$ cat config.mk
export PLATFORM = sky130hd
export DESIGN_NAME = fpgpio_dual_ctrl
export DESIGN_NICKNAME = d
export VERILOG_FILES = /design/src/rtl/fpg_pkg.sv /design/src/rtl/fpg_sync2.sv /design/src/rtl/fpg_radio_regs.sv /design/src/rtl/fpg_atr_pick.sv /design/src/rtl/fpg_pin_mux.sv /design/src/rtl/fpgpio_dual_ctrl.sv
export SDC_FILE = /design/constraint.sdc
export NUM_CORES = 1
export LEC_CHECK = 0
export ABC_AREA = 0
export BUFFER_PORTS_ARGS = -buffer_cell sky130_fd_sc_hd__buf_2
export CAP_MARGIN = 40
export CORE_AREA = 10 10 202 204
export DETAILED_ROUTE_END_ITERATION = 16
export DIE_AREA = 0 0 212 214
export PLACE_DENSITY = 0.58
export SYNTH_ARGS = -nofsm -noshare
export SYNTH_HDL_FRONTEND = slang
export SYNTH_SLANG_ARGS = --single-unit
$ cat constraint.sdc
create_clock -name clk -period 2.9 [get_ports clk]
set_input_delay 0.29 -clock clk [delete_from_list [all_inputs] [get_ports clk]]
set_output_delay 0.29 -clock clk [all_outputs]
set_load 0.01 [all_outputs]
$ cat src/rtl/fpg_pkg.sv
package fpg_pkg;
  localparam int ADDR_W = 4;

  typedef enum logic [ADDR_W-1:0] {
    A_SRC     = 4'd0,
    A_CTRL    = 4'd1,
    A_DIR     = 4'd2,
    A_MAN     = 4'd3,
    A_AT_IDLE = 4'd4,
    A_AT_RX   = 4'd5,
    A_AT_TX   = 4'd6,
    A_AT_FDX  = 4'd7,
    A_PINS    = 4'd8
  } reg_addr_e;

  typedef enum logic [1:0] {
    ST_IDLE = 2'b00,
    ST_RX   = 2'b01,
    ST_TX   = 2'b10,
    ST_FDX  = 2'b11
  } atr_state_e;

  localparam int N_STATES = 4;

  function automatic logic [31:0] apply_mask(input logic [31:0] old_v,
                                             input logic [31:0] new_v,
                                             input logic [31:0] m);
    return (old_v & ~m) | (new_v & m);
  endfunction
endpackage

$ cat src/rtl/fpg_sync2.sv
module fpg_sync2 #(
  parameter int W = 12
) (
  input  logic         clk,
  input  logic         rst,
  input  logic [W-1:0] d,
  output logic [W-1:0] q
);
  logic [W-1:0] meta_q;

  always_ff @(posedge clk) begin
    if (rst) begin
      meta_q <= '0;
      q      <= '0;
    end else begin
      meta_q <= d;
      q      <= meta_q;
    end
  end
endmodule

$ cat src/rtl/fpg_radio_regs.sv
module fpg_radio_regs
  import fpg_pkg::*;
#(
  parameter int W       = 12,
  parameter bit HAS_SRC = 1'b0
) (
  input  logic                       clk,
  input  logic                       rst,
  input  logic                       wr_en,
  input  logic [ADDR_W-1:0]          wr_addr,
  input  logic [W-1:0]               wr_data,
  input  logic [W-1:0]               wr_mask,
  input  logic [ADDR_W-1:0]          rd_addr,
  input  logic [W-1:0]               pins_sync,
  output logic [W-1:0]               src_q,
  output logic [W-1:0]               ctrl_q,
  output logic [W-1:0]               dir_q,
  output logic [W-1:0]               man_q,
  output logic [N_STATES-1:0][W-1:0] atr_q,
  output logic [W-1:0]               rd_val
);
  function automatic logic [W-1:0] upd(input logic [W-1:0] o);
    return W'(apply_mask(32'(o), 32'(wr_data), 32'(wr_mask)));
  endfunction

  always_ff @(posedge clk) begin
    if (rst) begin
      ctrl_q <= '0;
      dir_q  <= '0;
      man_q  <= '0;
      atr_q  <= '0;
    end else if (wr_en) begin
      case (wr_addr)
        A_CTRL:    ctrl_q   <= upd(ctrl_q);
        A_DIR:     dir_q    <= upd(dir_q);
        A_MAN:     man_q    <= upd(man_q);
        A_AT_IDLE: atr_q[0] <= upd(atr_q[0]);
        A_AT_RX:   atr_q[1] <= upd(atr_q[1]);
        A_AT_TX:   atr_q[2] <= upd(atr_q[2]);
        A_AT_FDX:  atr_q[3] <= upd(atr_q[3]);
        default: ;
      endcase
    end
  end

  generate
    if (HAS_SRC) begin : g_src
      always_ff @(posedge clk) begin
        if (rst) src_q <= '0;
        else if (wr_en && wr_addr == A_SRC) src_q <= upd(src_q);
      end
    end else begin : g_nosrc
      assign src_q = '0;
    end
  endgenerate

  always_comb begin
    case (rd_addr)
      A_SRC:     rd_val = src_q;
      A_CTRL:    rd_val = ctrl_q;
      A_DIR:     rd_val = dir_q;
      A_MAN:     rd_val = man_q;
      A_AT_IDLE: rd_val = atr_q[0];
      A_AT_RX:   rd_val = atr_q[1];
      A_AT_TX:   rd_val = atr_q[2];
      A_AT_FDX:  rd_val = atr_q[3];
      A_PINS:    rd_val = pins_sync;
      default:   rd_val = '0;
    endcase
  end

  AST_MASK_HOLD: assert property (@(posedge clk) disable iff (rst)
    (wr_en && wr_addr == A_DIR) |=>
      ((dir_q & ~$past(wr_mask)) == ($past(dir_q) & ~$past(wr_mask))))
    else $error("unmasked direction bits changed");

  AST_NO_WRITE_HOLD: assert property (@(posedge clk) disable iff (rst)
    !wr_en |=> ($stable(ctrl_q) && $stable(dir_q) && $stable(man_q) && $stable(atr_q)))
    else $error("register changed without a write");
endmodule

$ cat src/rtl/fpg_atr_pick.sv
module fpg_atr_pick
  import fpg_pkg::*;
#(
  parameter int W = 12
) (
  input  logic                       tx,
  input  logic                       rx,
  input  logic [W-1:0]               ctrl,
  input  logic [W-1:0]               man,
  input  logic [N_STATES-1:0][W-1:0] atr,
  output logic [W-1:0]               val
);
  atr_state_e st;
  logic [W-1:0] atr_cur;

  assign st = atr_state_e'({tx, rx});

  always_comb begin
    case (st)
      ST_IDLE: atr_cur = atr[0];
      ST_RX:   atr_cur = atr[1];
      ST_TX:   atr_cur = atr[2];
      default: atr_cur = atr[3];
    endcase
  end

  assign val = (ctrl & atr_cur) | (~ctrl & man);
endmodule

$ cat src/rtl/fpg_pin_mux.sv
module fpg_pin_mux #(
  parameter int W = 12
) (
  input  logic         clk,
  input  logic         rst,
  input  logic [W-1:0] owner,
  input  logic [W-1:0] val0,
  input  logic [W-1:0] val1,
  input  logic [W-1:0] dir0,
  input  logic [W-1:0] dir1,
  output logic [W-1:0] pad_out,
  output logic [W-1:0] pad_oe
);
  logic [W-1:0] nxt_out, nxt_oe;

  for (genvar b = 0; b < W; b++) begin : g_bit
    assign nxt_out[b] = owner[b] ? val1[b] : val0[b];
    assign nxt_oe[b]  = owner[b] ? dir1[b] : dir0[b];
  end

  always_ff @(posedge clk) begin
    if (rst) begin
      pad_out <= '0;
      pad_oe  <= '0;
    end else begin
      pad_out <= nxt_out;
      pad_oe  <= nxt_oe;
    end
  end

  AST_OE_RESET: assert property (@(posedge clk)
    rst |=> (pad_oe == '0 && pad_out == '0))
    else $error("pads not released by reset");
endmodule

$ cat src/rtl/fpgpio_dual_ctrl.sv
module fpgpio_dual_ctrl
  import fpg_pkg::*;
#(
  parameter int W = 12
) (
  input  logic              clk,
  input  logic              rst,
  input  logic              wr_en,
  input  logic              wr_sel,
  input  logic [ADDR_W-1:0] wr_addr,
  input  logic [W-1:0]      wr_data,
  input  logic [W-1:0]      wr_mask,
  input  logic              rd_en,
  input  logic              rd_sel,
  input  logic [ADDR_W-1:0] rd_addr,
  output logic [W-1:0]      rd_data,
  input  logic [1:0]        tx_active,
  input  logic [1:0]        rx_active,
  input  logic [W-1:0]      pad_in,
  output logic [W-1:0]      pad_out,
  output logic [W-1:0]      pad_oe
);
  localparam int N_RADIO = 2;

  logic [W-1:0] pins_sync;
  logic [W-1:0] src_a  [N_RADIO];
  logic [W-1:0] ctrl_a [N_RADIO];
  logic [W-1:0] dir_a  [N_RADIO];
  logic [W-1:0] man_a  [N_RADIO];
  logic [N_STATES-1:0][W-1:0] atr_a [N_RADIO];
  logic [W-1:0] val_a  [N_RADIO];
  logic [W-1:0] rdv_a  [N_RADIO];
  logic [W-1:0] owner;

  fpg_sync2 #(.W(W)) sync_i (.clk(clk), .rst(rst), .d(pad_in), .q(pins_sync));

  for (genvar r = 0; r < N_RADIO; r++) begin : g_radio
    fpg_radio_regs #(.W(W), .HAS_SRC(r == 0)) regs_i (
      .clk(clk), .rst(rst),
      .wr_en(wr_en && (wr_sel == 1'(r))),
      .wr_addr(wr_addr), .wr_data(wr_data), .wr_mask(wr_mask),
      .rd_addr(rd_addr), .pins_sync(pins_sync),
      .src_q(src_a[r]), .ctrl_q(ctrl_a[r]), .dir_q(dir_a[r]),
      .man_q(man_a[r]), .atr_q(atr_a[r]), .rd_val(rdv_a[r])
    );

    fpg_atr_pick #(.W(W)) pick_i (
      .tx(tx_active[r]), .rx(rx_active[r]),
      .ctrl(ctrl_a[r]), .man(man_a[r]), .atr(atr_a[r]),
      .val(val_a[r])
    );
  end

  // radio 1 ties its owner-select to zero, so the OR is radio 0's register
  assign owner = src_a[0] | src_a[1];

  fpg_pin_mux #(.W(W)) mux_i (
    .clk(clk), .rst(rst), .owner(owner),
    .val0(val_a[0]), .val1(val_a[1]),
    .dir0(dir_a[0]), .dir1(dir_a[1]),
    .pad_out(pad_out), .pad_oe(pad_oe)
  );

  always_ff @(posedge clk) begin
    if (rst) rd_data <= '0;
    else if (rd_en) rd_data <= rd_sel ? rdv_a[1] : rdv_a[0];
  end

  AST_SRC_RADIO1_IGNORED: assert property (@(posedge clk) disable iff (rst)
    (wr_en && wr_sel) |=> $stable(owner))
    else $error("radio 1 write altered owner select");

  AST_UNMAPPED_READ_ZERO: assert property (@(posedge clk) disable iff (rst)
    (rd_en && rd_addr > 4'd8) |=> (rd_data == '0))
    else $error("unmapped read returned nonzero");

  AST_RD_HOLD: assert property (@(posedge clk) disable iff (rst)
    !rd_en |=> $stable(rd_data))
    else $error("read data changed without a read");
endmodule

* Yosys cells after proc, flatten, opt, wreduce, memory -nomap -nowiden
Cells that the tools add are included.
Word-level totals: logic and storage cells 130, register bits 240
Cells by class: eq/ne operators 19, muxes and demuxes 29, bitwise operators 41, reductions and logical operators 21
Operators with widths (number):
- $and 12x12->12 | 20
- $or 12x12->12 | 17
- $pmux 12 s9 | 1
- $pmux 12 s8 | 1
- $pmux 12 s3 | 2
- $not 12->12 | 3
- $eq 4x3->1 const B | 8
- $reduce_and 2->1 | 14
- $mux 1 | 24
- $eq 4x2->1 const B | 4
- $mux 12 | 1
- $eq 4x1->1 const B | 2
- $logic_not 4->1 | 2
- $eq 2x1->1 const B | 2
- $eq 2x2->1 const B | 2
- $eq 4x4->1 const B | 1
- $logic_not 2->1 | 2
- $logic_and 1x1->1 | 3
- $not 1->1 | 1

* Logic depth before layout (Yosys ltp)
depth in word-level cells 5, gate-level depth with buffers 9, mapped depth without buffers 5

* Modules after synthesis
A second synthesis with hierarchy kept.
Unflattened totals: cell total of the unflattened synthesis 1422, area total of the unflattened synthesis 13375.3 µm²
Modules (own cells, without submodules):
- fpg_radio_regs (g_radio[0].regs_i) | cells an instance 595, area an instance 5571.6 µm², instances 1, sequential area each 1921.8 µm²
- fpg_radio_regs (g_radio[1].regs_i) | cells an instance 483, area an instance 4406.7 µm², instances 1, sequential area each 1681.6 µm²
- fpg_atr_pick | cells an instance 77, area an instance 631.9 µm², instances 2, sequential area each 0.0 µm²
- fpg_pin_mux | cells an instance 74, area an instance 833.3 µm², instances 1, sequential area each 480.5 µm²
- fpg_sync2 | cells an instance 50, area an instance 693.2 µm², instances 1, sequential area each 480.5 µm²
- fpgpio_dual_ctrl | cells an instance 66, area an instance 606.8 µm², instances 1, sequential area each 240.2 µm²

* Worst setup path after synthesis
OpenSTA, ideal clock, no wires.
path kind input to register, from input rd_addr[1], to register rd_data[0], required time 2778 ps, setup slack 1124 ps, arrival time 1655 ps, buffers on the path 2, cell stages on the path 6, cell sequence buf_6 -> or4_1 -> and3_4 -> and2_4 -> buf_6 -> a221o_1
On the way: cells in the longest elaborated chain, start to end 3, elaborated cells on any way between the ends 12, those cells by class eq/ne: 8; mux: 3; reduce/logical: 1
Ends and longest elaborated chain:
- from (decl) | RTL line fpgpio_dual_ctrl.sv:15 | input logic [ADDR_W-1:0] rd_addr,
- $eq 4x4->1 (tied with other cells) | RTL line fpg_radio_regs.sv:58 | case (rd_addr)
- $pmux 12 s9 / $pmux 12 s8 (equally long branches) | RTL line fpg_radio_regs.sv:58
- $mux 12 (*) | RTL line fpgpio_dual_ctrl.sv:66 | else if (rd_en) rd_data <= rd_sel ? rdv_a[1] : rdv_a[0];
- to (signal assigned) | RTL line fpgpio_dual_ctrl.sv:66
- to (decl) | RTL line fpgpio_dual_ctrl.sv:16 | output logic [W-1:0] rd_data,
Mark *: on every way between the ends. The rest lies on a longest branch, timed or not. A chain may end at the register's enable or synchronous reset.

* Final worst setup path
from input rd_addr[0], to register rd_data[10]
Same word-level chain as after synthesis.

==> summary.md <==
| Metric | Value |
|---|---|
| CTS Root Cell | `clkbuf_16` |
| Largest net degree at the start of global routing | `between 80 and 90` |
| Synth warnings | `0` |
| Utilization after layout | `0.367` |
| Share of layout cells above drive strength 1 | `0.153` |
| WHS | `roughly 0.14 ns` |
| Cells after Synth | `~1300` |
| Top Usage Layer GRT | `met2` |
| Crit Path Class | `in2reg` |
| Routed wire length | `~41000 µm` |
| Clk sink count | `240` |
| Critical Path Sink Type | `flip-flop` |
| Slew HR | `0.451` |
| TNS Setup | `0 ns` |
| Asr flop ratio synth | `0` |
| Tmin final | `~1.8 ns` |
| Layout area overhead | `16.6%` |
| Routing usage on met2 | `0.286` |
| Most frequent cells after synthesis | `mux2i_1, dfxtp_1, nor2_1, nand2_1, clkbuf_1` |
| Die ar. | `between 40000 and 50000 µm²` |
| Routability Congestion | `about 1` |
| First-pass GRT wire length | `between 60000 and 70000 µm` |
| Core ar. | `around 37000 µm²` |
| Status | `finished, final reports clean` |
| Drt pass-1 iters | `7` |
| Syn avg cell area | `slightly above 9 µm²` |
| Final setup skew | `around 0.014 ns` |
| Nets | `~1400` |
| Port Buf Inserts | `between 80 and 90` |
| Routed Antenna Nets | `0` |
| Routing usage on met3 | `0.0234` |
| CP Max Fanout | `30` |
| Startpoint types | `primary input` |
| Total GRT Usage | `0.176` |
| M1 GR Usage | `0.239` |
| Setup-failing EPs final | `0` |
| Wire per inst | `22.5 µm` |
| Worst hold path class | `in2reg` |
| Tcrit/Tclk final | `0.611` |
| Num CTS Buffers | `27` |
| # H-tree levels | `1` |
| Pwr/cell area | `roughly 540 nW/µm²` |
| Initial Util | `0.314` |
| Cell row count | `~70` |
| Hold Fails Final Rpt | `0` |
| CTS clk-pin slew, worst paths | `around 0.06 ns` |
| Latest clock arrival within the worst-skew pair | `0.55 ns` |
| Pwr Total | `7300 µW` |
| Post-CTS Setup Bufs | `0` |
| Seq/Total Area, Yosys | `0.413` |
| # IOs | `90` |
| Unique masters post-synth | `between 50 and 60` |
| Die Wd | `between 200 and 250 µm` |
| Clock Tree Buf Depth | `3` |
| Max Slew Vio Count | `0` |
| FF+latch area | `4800 µm²` |
| Gr ovfl total | `0` |
| Largest cells by area after synthesis | `dfxtp_1, mux2i_1, nor2_1, nand2_1, mux4_2` |
| Via count | `9899` |
| Mapped Nets | `1334` |
| Top-count cell post-synth | `mux2i_1` |
| CTS tree | `yes` |
| Slew @ Worst Pin | `0.820 ns` |
| Number of synthesized flops with an enable pin | `0` |
| FF+latch count, synth | `240` |
| Worst vdd ir | `between 0.0003 and 0.0004 V` |
| Syn Std Cell Area | `between 10000 and 15000 µm²` |
| Vias in the first global route | `approximately 9400` |
| Yosys top cell area share | `0.413` |
| Initial detailed-routing violation count | `just under 1000` |
| Remaining DRCs | `0` |
| RSZ-0062 raised after global routing | `no` |
| # Max-Cap Violations | `0` |
| Worst Path Arrival | `roughly 2.2 ns` |
| Ys flop type | `dfxtp_1` |
| WP data required | `approximately 3.3 ns` |
| Post-synth top area cell | `dfxtp_1` |
| DIE HEIGHT | `around 210 µm` |
| Multi-input gate area | `between 6000 and 7000 µm²` |
| Fillers | `between 3000 and 4000` |
| Detail Placement HPWL | `28400 µm` |
| Achievable Freq | `around 560 MHz` |
| Initial antenna violation count | `5` |
| Post-DR vias/cell | `5.37` |
| LEAKAGE | `0.00610 µW` |
-- timing repair --
| item | CTS | global route |
|---|---|---|
| hold buffers | 12 | 0 |
| resized for setup | 0 | 0 |
| endpoints found under the hold margin | 12 | 0 |
-- layout by cell type, fill, tap and decap left out, types with 12 or more instances in the layout --
master	n
buf_2	89
nor2_1	221
o22ai_1	14
dlygate4sd3_1	12
a22oi_1	27
dfxtp_1	240
clkbuf_16	27
mux2i_1	247
o21ai_0	18
buf_4	31
nand2_1	197
nor2b_1	44
a211oi_1	29
mux4_2	27
-- cell families (layout without fill, tap and decap cells) --
family,count (synthesis),count (layout),share of synthesized area
other cells,0,3,0
flops,240,240,0.413
compound gates,144,144,0.0900
simple gates,519,519,0.194
mux,275,275,0.266
buf+inv,102,190,0.0377
-- area by class of cell --
type,count,area share
timing repair buffer,135,0.0626
clock inverter,12,0.00885
multi-input combinational,938,0.472
clock buffer,38,0.0572
antenna,3,0.000553
tap,474,0.0437
inverter,5,0.00138
sequential,240,0.354
-- power by group --
part / switching (µW) / total, µW / leakage (µW) / internal (µW)
clock: 1410 / 3460 / 0.000447 / 2040
combinational: 333 / 488 / 0.00372 / 155
sequential: 26.6 / 3350 / 0.00194 / 3330
total: 1770 / 7300 / 0.00610 / 5530
-- path summary, 6_finish.rpt --
path	start	slack [ns]	end	depth (start not counted)
setup / recovery	rd_addr[0]	1.13	rd_data[10]$_SDFFE_PP0P_	8
hold / removal	rd_en	0.14	rd_data[4]$_SDFFE_PP0P_	3
setup reg to reg	flip-flop	1.37	rd_data[0]$_SDFFE_PP0P_	5
hold reg to reg	sync_i.meta_q[6]$_SDFF_PP0_	0.43	sync_i.q[6]$_SDFF_PP0_	1
-- worst max-delay path, stage by stage --
cell and delay [ns]:
buf_2 0.51, buf_4 0.31, buf_4 0.24, mux2i_1 0.22, o22ai_1 0.09, o21a_1 0.19
a211oi_1 0.23, nor3_1 0.08
-- routing by layer --
| metal | vias to the layer above | wire length [µm] |
|---|---|---|
| li1 | 4612 | - |
| met1 | 4817 | 18200 |
| met2 | 396 | 19300 |
| met3 | 72 | 2920 |
| met4 | 2 | 1010 |
| met5 | - | 12 |
-- through the flow --
stage / area, µm² / cells / worst slack, ns
floorplan: 11600 / 1280 / 1.12
global placement: 12500 / 1779 / 0.523
detailed placement: 12600 / 1780 / 0.598
CTS: 13600 / 1842 / 1.17
global route: 13600 / 1842 / 1.02
finish: 13600 / 1845 / 1.13
Note: power is estimated with default switching activity, not from simulation.
